### config.mk
export PLATFORM = sky130hd
export DESIGN_NAME = trig_irq_ctl
export DESIGN_NICKNAME = d
export VERILOG_FILES = /design/src/rtl/trig_irq_pkg.sv /design/src/rtl/trig_irq_sync.sv /design/src/rtl/trig_irq_detect.sv /design/src/rtl/trig_irq_regs.sv /design/src/rtl/trig_irq_ctl.sv
export SDC_FILE = /design/constraint.sdc
export NUM_CORES = 1
export LEC_CHECK = 0
export BUFFER_PORTS_ARGS = -buffer_cell sky130_fd_sc_hd__buf_2
export CAP_MARGIN = 20
export CORE_ASPECT_RATIO = 1.25
export CORE_UTILIZATION = 35
export DETAILED_ROUTE_END_ITERATION = 10
export PLACE_DENSITY = 0.65
export SLEW_MARGIN = 20
export SYNTH_ARGS = -nofsm -noshare
export SYNTH_HDL_FRONTEND = slang
export SYNTH_HIERARCHICAL = 1
export SYNTH_SLANG_ARGS = --single-unit
export TNS_END_PERCENT = 1
### constraint.sdc
create_clock -name clk -period 3.35 [get_ports clk]
set_input_delay 0 -clock clk [delete_from_list [all_inputs] [get_ports clk]]
set_output_delay 0 -clock clk [all_outputs]
set_load 0.01 [all_outputs]
### src/rtl/trig_irq_pkg.sv
package trig_irq_pkg;

    typedef enum logic [1:0] {
        TRIG_LVL_LOW   = 2'd0,
        TRIG_EDGE_FALL = 2'd1,
        TRIG_LVL_HIGH  = 2'd2,
        TRIG_EDGE_RISE = 2'd3
    } trig_mode_e;

    typedef enum logic [1:0] {
        MAP_WIDE    = 2'd0,
        MAP_PACKED  = 2'd1,
        MAP_SWAPPED = 2'd2
    } reg_map_e;

    typedef enum logic [1:0] {
        SEL_NONE,
        SEL_CTRL,
        SEL_PEND,
        SEL_EN
    } reg_sel_e;

    typedef struct packed {
        logic now;
        logic prev;
    } line_samp_t;

    localparam logic [15:0] CTRL_WORD = 16'd0;

    function automatic logic [15:0] pend_word(reg_map_e m);
        case (m)
            MAP_SWAPPED: return 16'd2;
            default:     return 16'd1;
        endcase
    endfunction

    function automatic logic [15:0] en_word(reg_map_e m);
        case (m)
            MAP_WIDE:    return 16'd13;
            MAP_SWAPPED: return 16'd1;
            default:     return 16'd2;
        endcase
    endfunction

    function automatic reg_sel_e decode(reg_map_e m, logic [15:0] w);
        if (w == CTRL_WORD)    return SEL_CTRL;
        if (w == pend_word(m)) return SEL_PEND;
        if (w == en_word(m))   return SEL_EN;
        return SEL_NONE;
    endfunction

endpackage

### src/rtl/trig_irq_sync.sv
module trig_irq_sync
    import trig_irq_pkg::*;
#(
    parameter int STAGES = 2
) (
    input  logic       clk,
    input  logic       rst,
    input  logic       d,
    output line_samp_t q
);
    logic [STAGES-1:0] chain;
    logic              prev_q;

    generate
        if (STAGES == 1) begin : g_one
            always_ff @(posedge clk) begin
                if (rst) chain <= '0;
                else     chain <= d;
            end
        end else begin : g_many
            always_ff @(posedge clk) begin
                if (rst) chain <= '0;
                else     chain <= {chain[STAGES-2:0], d};
            end
        end
    endgenerate

    always_ff @(posedge clk) begin
        if (rst) prev_q <= 1'b0;
        else     prev_q <= chain[STAGES-1];
    end

    assign q.now  = chain[STAGES-1];
    assign q.prev = prev_q;
endmodule

### src/rtl/trig_irq_detect.sv
module trig_irq_detect
    import trig_irq_pkg::*;
(
    input  trig_mode_e mode,
    input  line_samp_t samp,
    output logic       evt
);
    always_comb begin
        case (mode)
            TRIG_LVL_LOW:   evt = ~samp.now;
            TRIG_LVL_HIGH:  evt = samp.now;
            TRIG_EDGE_FALL: evt = samp.prev & ~samp.now;
            TRIG_EDGE_RISE: evt = ~samp.prev & samp.now;
            default:        evt = 1'b0;
        endcase
    end
endmodule

### src/rtl/trig_irq_regs.sv
module trig_irq_regs
    import trig_irq_pkg::*;
#(
    parameter reg_map_e MAP    = MAP_PACKED,
    parameter int       DATA_W = 32,
    parameter int       ADDR_W = 4
) (
    input  logic              clk,
    input  logic              rst,
    input  logic              wr_en,
    input  logic              rd_en,
    input  logic [ADDR_W-1:0] addr,
    input  logic [DATA_W-1:0] wdata,
    input  logic              evt,
    output logic [DATA_W-1:0] rdata,
    output trig_mode_e        mode,
    output logic              en_q,
    output logic              pend_q
);
    reg_sel_e          sel;
    logic [DATA_W-1:0] ctrl_q;
    logic [DATA_W-1:0] rd_mux;
    logic              clr;

    assign sel  = decode(MAP, 16'(addr));
    assign clr  = wr_en && (sel == SEL_PEND) && wdata[0];
    assign mode = trig_mode_e'(ctrl_q[1:0]);

    always_comb begin
        rd_mux = '0;
        case (sel)
            SEL_CTRL: rd_mux = ctrl_q;
            SEL_PEND: rd_mux[0] = pend_q;
            SEL_EN:   rd_mux[0] = en_q;
            default:  rd_mux = '0;
        endcase
    end

    always_ff @(posedge clk) begin
        if (rst) begin
            ctrl_q <= '0;
            en_q   <= 1'b0;
            pend_q <= 1'b0;
            rdata  <= '0;
        end else begin
            if (wr_en && sel == SEL_CTRL) ctrl_q <= wdata;
            if (wr_en && sel == SEL_EN)   en_q   <= wdata[0];
            pend_q <= evt | (pend_q & ~clr);
            rdata  <= rd_en ? rd_mux : '0;
        end
    end

    // a one written to pending with no competing event clears it
    a_r5_w1c_clears: assert property (@(posedge clk) disable iff (rst)
        (clr && !evt) |=> !pend_q);

    // an event always leaves pending set, even against a clear
    a_r3_event_wins: assert property (@(posedge clk) disable iff (rst)
        evt |=> pend_q);

    // pending only rises as a result of a detected event
    a_r4_rise_needs_event: assert property (@(posedge clk) disable iff (rst)
        $rose(pend_q) |-> $past(evt));

    // writes to unmapped words leave control and enable alone
    a_r8_unmapped_write: assert property (@(posedge clk) disable iff (rst)
        (wr_en && sel == SEL_NONE) |=> ($stable(ctrl_q) && $stable(en_q)));

    // reads of unmapped words return zero
    a_r8_unmapped_read: assert property (@(posedge clk) disable iff (rst)
        (rd_en && sel == SEL_NONE) |=> (rdata == '0));
endmodule

### src/rtl/trig_irq_ctl.sv
module trig_irq_ctl
    import trig_irq_pkg::*;
#(
    parameter reg_map_e MAP         = MAP_PACKED,
    parameter int       DATA_W      = 32,
    parameter int       ADDR_W      = 4,
    parameter int       SYNC_STAGES = 2
) (
    input  logic              clk,
    input  logic              rst,
    input  logic              irq_line,
    input  logic              wr_en,
    input  logic              rd_en,
    input  logic [ADDR_W-1:0] addr,
    input  logic [DATA_W-1:0] wdata,
    output logic [DATA_W-1:0] rdata,
    output logic              irq_out
);
    line_samp_t samp;
    trig_mode_e mode;
    logic       evt;
    logic       en_q;
    logic       pend_q;

    trig_irq_sync #(.STAGES(SYNC_STAGES)) u_sync (
        .clk (clk),
        .rst (rst),
        .d   (irq_line),
        .q   (samp)
    );

    trig_irq_detect u_detect (
        .mode (mode),
        .samp (samp),
        .evt  (evt)
    );

    trig_irq_regs #(.MAP(MAP), .DATA_W(DATA_W), .ADDR_W(ADDR_W)) u_regs (
        .clk    (clk),
        .rst    (rst),
        .wr_en  (wr_en),
        .rd_en  (rd_en),
        .addr   (addr),
        .wdata  (wdata),
        .evt    (evt),
        .rdata  (rdata),
        .mode   (mode),
        .en_q   (en_q),
        .pend_q (pend_q)
    );

    always_ff @(posedge clk) begin
        if (rst) irq_out <= 1'b0;
        else     irq_out <= pend_q & en_q;
    end

    // a masked source keeps the output low on the next cycle
    a_r6_masked_quiet: assert property (@(posedge clk) disable iff (rst)
        !en_q |=> !irq_out);

    // the output is only high when pending was set a cycle before
    a_r6_needs_pending: assert property (@(posedge clk) disable iff (rst)
        irq_out |-> $past(pend_q));
endmodule

### Word level (Yosys, flattened, before mapping)

Index checks and enable logic that the tools add are counted.

| cells by class | value |
|---|---|
| add/sub/neg operators | 0 |
| $mul | 0 |
| divide/modulo/power cells | 0 |
| order comparisons | 0 |
| equal/unequal tests | 8 |
| shifts and indexed selects | 0 |
| multiplexer cells | 17 |
| bitwise logic cells | 10 |
| reduce and logical (&&, ||, !) cells | 8 |

Operators by type and width:

| cell | number |
|---|---|
| 16-bit 2-to-1 mux | 3 |
| 4-bit by 16-bit == test with 1-bit output | 2 |
| 2-bit 2-to-1 mux | 6 |
| 2-bit == test, second input constant | 4 |
| 1-bit 2-to-1 mux | 6 |
| 1-bit inverter | 5 |
| 1-bit bitwise AND | 4 |
| 2-bit by 1-bit == test with 1-bit output, second input constant | 2 |
| 1-bit logical AND | 4 |
| 4-bit zero test | 1 |
| 1-bit case mux with 4 select lines | 1 |
| 1-bit case mux with 3 select lines | 1 |
| 3-bit OR reduction | 1 |
| 2-bit zero test | 1 |
| 2-bit OR reduction | 1 |
| 1-bit bitwise OR | 1 |

| storage, ports and cells | value |
|---|---|
| register bits after elaboration | 70 |
| latch bits | 0 |
| RAM bits | 0 |
| bits in read-only memories | 0 |
| input bits | 41 |
| output and inout bits | 33 |
| logic and storage cells | 51 |
| memories kept | 0 |

### Depth between registers and ports, before layout

Gate-level depths: netlist of the first run.

| logic depth | value |
|---|---|
| depth in word-level cells | 21 |
| gate-level depth with buffers | 5 |
| depth with buffers taken out | 4 |

### Hierarchy

Netlist of the first run, hierarchy kept.

By module, submodules not included:

| module | instances | cells an instance | area each (um^2) |
|---|---|---|---|
| trig_irq_regs | 1 | 225 | 2464.9 |
| trig_irq_sync | 1 | 8 | 93.8 |
| trig_irq_ctl | 1 | 2 | 28.8 |
| trig_irq_detect | 1 | 4 | 26.3 |

### Least setup slack after synthesis of the first run

OpenSTA, ideal clock, no wires.

| path | value |
|---|---|
| path kind | input port to flip-flop |
| start | input port addr[3] |
| end | register u_regs.ctrl_q[10] |
| setup time | 72 ps |
| data arrival time | 1081 ps |
| required time | 3278 ps |
| setup slack | 2198 ps |
| cell stages on the path | 4 |
| buffers on the path | 1 |
| path through | or3_4 nor2_2 buf_8 mux2i_1 |

| on the way | value |
|---|---|
| longest elaborated chain between the ends | 9 |
| elaborated cells on any way between the ends | 16 |
| classes of those cells | 3 x eq/ne; 11 x mux; 2 x reduce/logical |

RTL lines:

| item | RTL line | RTL |
|---|---|---|
| start, declared | trig_irq_ctl.sv:14 | `input logic [ADDR_W-1:0] addr,` |
| 4-bit by 16-bit == test with 1-bit output | trig_irq_pkg.sv:48 | `if (w == en_word(m)) return SEL_EN;` |
| 1-bit 2-to-1 mux (2 in a row) | trig_irq_pkg.sv:48 |  |
| 1-bit 2-to-1 mux | trig_irq_pkg.sv:47 | `if (w == pend_word(m)) return SEL_PEND;` |
| 2-bit 2-to-1 mux | trig_irq_pkg.sv:49 | `return SEL_NONE;` |
| 2-bit 2-to-1 mux | trig_irq_pkg.sv:48 |  |
| 2-bit 2-to-1 mux * | trig_irq_pkg.sv:47 |  |
| 2-bit by 1-bit == test with 1-bit output * | trig_irq_regs.sv:46 | `if (wr_en && sel == SEL_CTRL) ctrl_q <= wdata;` |
| 1-bit logical AND * | trig_irq_regs.sv:46 |  |
| end signal, assigned | trig_irq_regs.sv:46 |  |
| end, declared | trig_irq_regs.sv:21 | `logic [DATA_W-1:0] ctrl_q;` |

Mark *: on every way between the ends. The rest lies on a longest branch, timed or not. The select of a mux whose other input is x is not followed.
A chain may end at the register's enable or synchronous reset.

### Worst setup path after layout of the first run

| path | value |
|---|---|
| start | input port addr[2] |
| end | register u_regs.ctrl_q[16] |

The elaborated chain is that of the path after synthesis.

==> flow_metrics.tcl, run 1 <==
set metrics [dict create \
    status "finished, final reports clean" \
    nNetsFinal 389 \
    synth.yosys.seq_area_share 0.536 \
    netlist-cell-type-count 24 \
    viasPerCell 4.22 \
    worst_pin_slew_ps 931 \
    diodes 0 \
    cts_tree "yes" \
    fin_crit_sh 0.596 \
    design.die.area_sq_mm 0.00782 \
    syn-num-nets 280 \
    reg2reg_from "u_regs/ctrl_q[0]" \
    finalHoldViolations 0 \
    maxCapViolCount 0 \
    wl_per_cell_um 11.2 \
    num_vias 1868 \
    initial_core_util 0.368 \
    grt_pass1_wl_um 8250 \
    track_usage 0.140 \
    cp.arrival_ps 2250 \
    synth.avg_cell_area_sq_um 10.9 \
    yosys.area.top_type_share 0.536 \
    cts.sinks 70 \
    grt_pass1_vias 1908 \
    ios 74 \
    layout-drive-gt1-share 0.266 \
    wirelength_um 4980 \
    grt_antenna_before_repair 0 \
    ys_warn_count 6 \
    fin_skew_ps 9.80 \
    rows 34 \
    p_leak_nw 1.54 \
    crit_path_start_kind "input pin" \
    yosysTopAreaCell "dfxtp_1" \
    die_x_um 79.3 \
    die_y_um 98.6 \
    cts.clk_slew.worst_paths_ps 80 \
    ir_drop_uv 201 \
    slew_headroom 0.379 \
    worst-path-max-fanout 17 \
    crit_type "in2reg" \
    drv_slew 0 \
    core_area_sq_mm 0.00710 \
    root_buffer "clkbuf_8" \
    clock_latency_ps 330 \
    min_period_ps 2000 \
    grt_setup_unrepaired "no" \
    grt_max_degree 73 \
    ant_nets 0 \
    port_buffers 73 \
    post-cts-setup-buffers 0 \
    final-setup-viol-count 0 \
    dp_hpwl_um 3020 \
    clockBufferDepth 2 \
    syn_area_sq_mm 0.00261 \
    instances_no_fill 443 \
    synth_seq_cells 70 \
    htreeDepth 3 \
    place_inst 387 \
    numCtsBuffers 9 \
    timing.critical_path.from "addr[2]" \
    min_from "addr[3]" \
    grt_remaining_overflow 0 \
    p_per_area_mw_per_mm2 444 \
    fmax_mhz 501 \
    end_kind "register" \
    ctsResizeCount 0 \
    synth_cells 239 \
    drt_pass1_iterations 4 \
    area_delta_synth_final_pct 37.3 \
    hp-class "in2reg" \
    synthTopCellsByArea "dfxtp_1 54%, nand2b_1 16%, mux2i_1 13%" \
    crit_required_ps 3610 \
    routabilityCongestion 0.759 \
    tns_ps 0 \
    drcViolationCount 0 \
    drtIter0Drc 61 \
]
==> cell usage in the layout, fill, tap and decap left out, types with 4 or more instances in the layout <==
cell type      count
nand2b_1          66
dlygate4sd3_1     40
dfxtp_1           70
nor2b_1            4
mux2i_1           33
clkbuf_8          12
buf_2             73
and2_1            31
==> sequential cells by signal, indices dropped and copies added (netlist names) <==
| register | count |
|---|---|
| u_regs/ctrl_q | 32 |
| irq_out | 1 |
| u_regs/en_q | 1 |
| u_regs/pend_q | 1 |
| u_regs/rdata | 32 |
| u_sync/chain | 2 |
| u_sync/prev_q | 1 |
==> path summary, 6_finish.rpt <==
check	to	slack, ps	depth (start not counted)
setup / recovery	u_regs/ctrl_q[16]	1350	6
hold / removal	u_regs/ctrl_q[1]	240	4
setup reg to reg	u_regs/rdata[0]	1910	4
hold reg to reg	u_sync/chain[1]	450	1
==> worst max-delay path: stages <==
cell and delay, ps:
dlygate4sd3_1 530, buf_2 140, or3_4 410, nor2_4 520
buf_4 420, mux2i_1 220
==> cell usage after synthesis <==
master,instances
a21boi_1,1
a21oi_1,1
a22o_1,1
and2_1,31
and3b_1,1
and4b_1,1
buf_4,4
buf_8,3
clkbuf_1,7
clkbuf_2,3
dfxtp_1,70
inv_1,1
mux2i_1,33
nand2_1,2
nand2b_1,66
nand3b_1,1
nor2_1,2
nor2_2,1
nor2b_1,4
nor4b_4,1
o21ai_0,2
o31ai_1,1
o41ai_1,1
or3_4,1
==> metal layers <==
layer | vias to the layer above | track usage | routed length [um]
li1 | 974 | - | -
met5 | - | 0 | 0
met4 | 0 | 0.0951 | 119
met3 | 9 | 0.0296 | 176
met2 | 46 | 0.243 | 2500
met1 | 839 | 0.149 | 2190
==> report_power, final <==
part           internal, mW  switching (mW)
clock                 0.331           0.308
combinational        0.0722          0.0398
sequential            0.839         0.00348
total                  1.24           0.352
==> final cells by class <==
cell class | instances | area [sq um]
Fill cell | 672 | 3510
Sequential cell | 70 | 1400
Multi-Input combinational cell | 151 | 1100
Tap cell | 90 | 113
Clock buffer | 12 | 165
Inverter | 1 | 3.75
Clock inverter | 4 | 28.8
Timing Repair Buffer | 115 | 781
==> timing repair <==
item                                   4_1_cts  5_1_grt
setup endpoints to repair                    0        0
endpoints found under the hold margin       36        0
hold buffers                                40        0
==> kinds of logic after synthesis <==
| kind of cell | Yosys count | share of synthesized area |
|---|---|---|
| AO/OA/AOI/OAI | 7 | 0.0182 |
| buffers and inverters | 18 | 0.0460 |
| flip-flops | 70 | 0.536 |
| multiplexers | 33 | 0.126 |
| AND/OR/NAND/NOR | 111 | 0.273 |
==> through the flow <==
stage	total power [mW]	hold WS [ps]	worst slack, ps	instance area [sq um]	util
detailed placement	0.941	218	1500	3000	0.422
global placement	0.939	211	1590	3000	0.422
floorplan	0.907	71.6	2200	2610	-
global route	1.67	258	1250	3590	0.505
finish	1.59	245	1350	3590	0.505
CTS	1.62	233	1330	3590	0.505
Power figures use the tool's default switching activity.
==> run 2: changes to the inputs <==
ABC_AREA = 1   (was default)
PLACE_DENSITY = 0.68   (was 0.65)
clock period = 1.7 ns   (was 3.35 ns; I/O delays follow)
==> run 2 against run 1 <==
Compared with the run above: cell count up 17%; register-to-register slack worse by 1400 ps; die area down 7.1%; via count up 14%; clock skew down 4.4 ps; first-iteration DRC count up 39%; power up 89%; setup slack worse by 1000 ps; clock power up 78%; count of clock-buffer cells in the layout unchanged; largest cell class unchanged.
==> flow_metrics.tcl, run 2 <==
set metrics [dict create \
    ys_warn_count 6 \
    track_usage 0.139 \
    core_area_sq_mm 0.00665 \
    crit_required_ps 1970 \
    pwr-share-clk 0.379 \
    cts.clk_slew.worst_paths_ps 70 \
    grt_pass1_vias 1975 \
    dpl_cell_area_sq_mm 0.00282 \
    synthTopCellsByCount "100 x nor2_1, 74 x nand2_1, 70 x dfxtp_1" \
    p_per_area_mw_per_mm2 894 \
    port_buffers 73 \
    place_inst 465 \
    initial_core_util 0.365 \
    r2r_slack_ps 510 \
    ir_drop_uv 393 \
    synth_cells 319 \
    final_cell_area_sq_mm 0.00337 \
    clockBufferDepth 2 \
    r2r_cells 3 \
    drcViolationCount 0 \
    status "finished, final reports clean" \
    cts_hold_buf 38 \
    sw_frac_of_total 0.224 \
    synth.yosys.seq_area_share 0.578 \
    numCtsBuffers 9 \
    min_from "wr_en" \
    clock_latency_ps 330 \
    fin_crit_sh 0.817 \
    syn_area_sq_mm 0.00242 \
    grt_setup_unrepaired "no" \
    p_leak_nw 1.76 \
    cts_tree "yes" \
    fin_skew_ps 5.35 \
    seqPwrFrac 0.554 \
    netlist-cell-type-count 14 \
    drt_pass1_iterations 4 \
    ys_async_sr_fraction 0 \
    post-cts-setup-buffers 0 \
    final-setup-viol-count 0 \
    end_kind "register" \
    synth_most_common_cell "nor2_1" \
    maxCapViolCount 0 \
    die_x_um 76.4 \
    top_regs "u_regs/ctrl_q: 32 flops, u_regs/rdata: 32 flops, u_sync/chain: 2 flops" \
    hold_ws_ps 59.0 \
    yosys.area.top_type_share 0.578 \
    finalHoldViolations 0 \
    dp_hpwl_um 2850 \
    worst-path-max-fanout 31 \
    synth.avg_cell_area_sq_um 7.60 \
    reg2reg_from "u_regs/ctrl_q[0]" \
    grt_antenna_before_repair 0 \
    ios 74 \
    power_mw 3.01 \
    layout_commonest_cell "nor2_1" \
    wl_per_cell_um 9.18 \
    yosysTopAreaCell "dfxtp_1" \
    htreeDepth 3 \
    min_delay_path_depth 4 \
    design.die.area_sq_mm 0.00727 \
    wirelength_um 4770 \
    ant_nets 0 \
    routabilityCongestion 0.719 \
    drtIter0Drc 85 \
    viasPerCell 4.11 \
    grt_max_degree 37 \
    slew_headroom 0.358 \
    worstReg2RegEnd "u_regs/ctrl_q[0]" \
    ys.flop_type "dfxtp_1" \
    grt_pass1_wl_um 7870 \
    worst_pin_slew_ps 962 \
    nNetsFinal 468 \
    timing.critical_path.from "rst" \
    cts.sinks 70 \
    instances_no_fill 519 \
    min_period_ps 1390 \
    root_buffer "clkbuf_8" \
    ctsResizeCount 0 \
    die_y_um 95.1 \
    crit_path_start_kind "input pin" \
    power_frac_comb 0.067 \
    cp.arrival_ps 1660 \
    final_cell_mix "100 x nor2_1, 74 x nand2_1, 73 x buf_2" \
    diodes 0 \
    grt_remaining_overflow 0 \
    synth_seq_cells 70 \
    hp-class "in2reg" \
    num_vias 2132 \
    layout-drive-gt1-share 0.215 \
    synth_edf_count 0 \
    netSwitchingPower_mw 0.676 \
    syn-num-nets 360 \
    fmax_mhz 720 \
    drv_slew 0 \
    crit_type "in2reg" \
    power.internal_mw 2.34 \
    whs_endpoint "u_regs/en_q" \
    synthTopCellsByArea "dfxtp_1 58%, nor2_1 15%, nand2_1 11%" \
    tns_ps 0 \
    rows 33 \
    area_delta_synth_final_pct 39.0 \
]
-- run 2: cell types whose count changed after synthesis, moves of 4 or more --
| cell | change |
|---|---|
| nand2b_1 | -66 |
| nor2_1 | +98 |
| and2_1 | -31 |
| clkbuf_1 | -4 |
| mux2i_1 | -33 |
| inv_1 | +42 |
| nor2b_1 | -4 |
| buf_2 | +6 |
| nand2_1 | +72 |
| nand3_1 | +7 |
-- run 2: worst max path at each step --
stage | depth (start not counted) | end | slack (ps)
finish | 5 | u_regs/ctrl_q[6] | 310
global route | 5 | u_regs/ctrl_q[26] | 150
CTS | 5 | u_regs/ctrl_q[6] | 300
detailed placement | 7 | u_regs/ctrl_q[16] | 420
global placement | 7 | u_regs/ctrl_q[29] | 460
floorplan | 6 | u_regs/pend_q | 900
-- run 2: kinds of logic after synthesis --
group | after synthesis | share of synthesized area
DFF | 70 | 0.578
AOI/OAI and AO/OA | 3 | 0.00619
buffers and inverters | 59 | 0.110
and+or+nand+nor | 187 | 0.306
-- run 2: routing by layer --
layer / part of all wire / GRT usage / routed length [um]
met4: 0.022 / 0.0801 / 105
met3: 0.049 / 0.0411 / 232
met5: 0 / 0 / 0
met2: 0.49 / 0.257 / 2330
met1: 0.44 / 0.141 / 2100
-- run 2: final cells by class --
type	count	area, sq um
repair buffers	113	773
clock inverters	4	22.5
well taps	87	109
flip-flops and latches	70	1400
clock buffers	12	145
multi-input cells	190	757
inverters	43	161
fillers	641	3280
-- run 2: power groups by stage --
| stage | Combinational [mW] | Sequential (mW) | Clock (mW) |
|---|---|---|---|
| 2_1_floorplan | 0.0747 | 1.70 | 0 |
| 3_5_place_dp | 0.138 | 1.71 | 0 |
| 4_1_cts | 0.202 | 1.67 | 1.20 |
| 5_1_grt | 0.225 | 1.67 | 1.26 |
| 3_3_place_gp | 0.136 | 1.71 | 0 |
| 6_report | 0.201 | 1.67 | 1.14 |
-- run 2: stage by stage --
stage                      util  setup WS, ps
after CTS                 0.507           298
after floorplan               -           898
after global routing      0.507           147
after global placement    0.424           463
final                     0.507           312
after detailed placement  0.424           418
-- run 2: critical path, cell delays in order --
cell	delay, ps
dlygate4sd3_1	530
buf_2	170
inv_1	710
nand2_1	140
nor2_1	110
==> run 3: changes to the inputs <==
clock period = 1.1 ns   (was 1.7 ns; I/O delays follow)
==> run 3 against run 2 <==
Compared with the run above: non-clock buffer count increased by 5; count of clock-buffer cells in the layout is 1 lower; register-to-register slack got worse by 170 ps; sequential share of layout area decreased by 0.92 points; die area unchanged; critical path depth increased by 1; cell count increased by 0.77%; core utilization is 1.1 points higher; highest routed layer unchanged; setup slack got worse by 310 ps.
==> flow_metrics.tcl, run 3 (same netlist as run 2, synthesis figures left out) <==
set metrics [dict create \
    worst-path-max-fanout 19 \
    crit_required_ps 1360 \
    clockBufferDepth 2 \
    htreeDepth 3 \
    min_from "addr[1]" \
    timing.critical_path.from "rst" \
    initial_core_util 0.365 \
    maxCapViolCount 0 \
    cts.sinks 70 \
    p_leak_nw 1.80 \
    numCtsBuffers 9 \
    finalHoldViolations 0 \
    layout_commonest_cell "nor2_1" \
    viasPerCell 4.12 \
    routabilityCongestion 0.739 \
    num_vias 2154 \
    grt_pass1_wl_um 8170 \
    clock_latency_ps 330 \
    fmax_mhz 913 \
    multi_input_area_sq_um 762 \
    grt_remaining_overflow 0 \
    die_x_um 76.4 \
    p_per_area_mw_per_mm2 1420 \
    setup_ws_ps 5.29 \
    design.die.area_sq_mm 0.00727 \
    r2r_cells 6 \
    worstReg2RegEnd "u_regs/pend_q" \
    wirelength_um 4890 \
    cts_tree "yes" \
    grt_antenna_before_repair 0 \
    whs_endpoint "u_regs/ctrl_q[0]" \
    ios 74 \
    drtIter0Drc 89 \
    grt_max_degree 44 \
    rows 33 \
    cts.clk_slew.worst_paths_ps 70 \
    cp.arrival_ps 1360 \
    dp_hpwl_um 2980 \
    root_buffer "clkbuf_8" \
    ant_nets 0 \
    crit_path_start_kind "input pin" \
    slew_headroom 0.827 \
    ir_drop_uv 663 \
    min_period_ps 1090 \
    diodes 0 \
    final_cell_mix "100 x nor2_1, 74 x nand2_1, 72 x buf_2" \
    area_delta_synth_final_pct 42.1 \
    final_util 0.518 \
    top_regs "u_regs/ctrl_q: 32 flops, u_regs/rdata: 32 flops, u_sync/chain: 2 flops" \
    drv_slew 0 \
    reg2reg_from "u_regs/ctrl_q[1]" \
    fill_cells 659 \
    layout-drive-gt1-share 0.225 \
    nNetsFinal 473 \
    die_y_um 95.1 \
    crit_type "in2reg" \
    port_buffers 73 \
    post-cts-setup-buffers 0 \
    hp-class "in2reg" \
    wl_per_cell_um 9.34 \
    drcViolationCount 0 \
    track_usage 0.146 \
    end_kind "register" \
    seq_area_sq_mm 0.00140 \
    fin_skew_ps 7.12 \
    grt_pass1_vias 1956 \
    final-setup-viol-count 0 \
    status "finished, final reports clean" \
    min_delay_path_depth 4 \
    pre_cts_slack_ps 169 \
    worst_pin_slew_ps 259 \
    r2r_slack_ps 340 \
    fin_crit_sh 0.995 \
    drt_pass1_iterations 4 \
    core_area_sq_mm 0.00665 \
]
run 3: changes by cell type in the layout (fill, tap and decap cells not counted), sizes merged:
cell / change
dlygate4sd3: +1
buf: +4
clkinv: -1
clkbuf: -1
bufinv: +1
run 3: metal layers:
metal,track usage,part of all wire
met1,0.156,0.45
met2,0.257,0.48
met3,0.0440,0.051
met4,0.0865,0.018
met5,0,0
run 3: per-stage QoR:
step / TNS, ps / instances / total power [mW] / area, sq um / hold slack, ps
3_5_place_dp: 0 / 469 / 2.86 / 2850 / 207
3_3_place_gp: 0 / 469 / 2.85 / 2850 / 200
4_1_cts: 0 / 523 / 4.96 / 3430 / 12.7
5_1_grt: -157 / 523 / 5.12 / 3450 / 35.0
2_1_floorplan: 0 / 319 / 2.75 / 2420 / 66.9
6_report: 0 / 523 / 4.88 / 3450 / 54.9
run 3: how the worst max path moves through the flow:
| stage | end | slack (ps) | cells after the start |
|---|---|---|---|
| global route | u_regs/rdata[13] | -30 | 6 |
| finish | u_regs/rdata[13] | 5 | 6 |
| CTS | u_sync/chain[0] | 20 | 4 |
| detailed placement | u_regs/ctrl_q[11] | 170 | 6 |
| global placement | u_regs/rdata[17] | 190 | 5 |
| floorplan | u_regs/pend_q | 300 | 6 |
run 3: what timing repair did:
item | 4_1_cts | 5_1_grt
resized for setup | 0 | 5
hold endpoints to repair | 39 | 0
endpoints found under the setup margin | 0 | 16
hold buffers | 39 | 0
run 3: worst max-delay path: stages:
cell and delay, ps:
dlygate4sd3_1 540, buf_4 170, nor2_1 200, nand3_2 130
buf_6 190, nor2_1 120
run 3: layout make-up:
type                            instances  share of cell area
Inverter                               43              0.0468
Multi-Input combinational cell        190               0.221
Clock buffer                           11              0.0410
Clock inverter                          4              0.0138
Sequential cell                        70               0.407
Tap cell                               87              0.0316
Timing Repair Buffer                  118               0.239
run 3: report_power, final:
part           switching (mW)  total [mW]  internal (mW)  leakage [nW]
sequential             0.0112        2.58           2.57         0.566
clock                   0.881        1.97           1.09        0.0952
combinational           0.145       0.332          0.186          1.13
total                    1.04        4.88           3.84          1.80
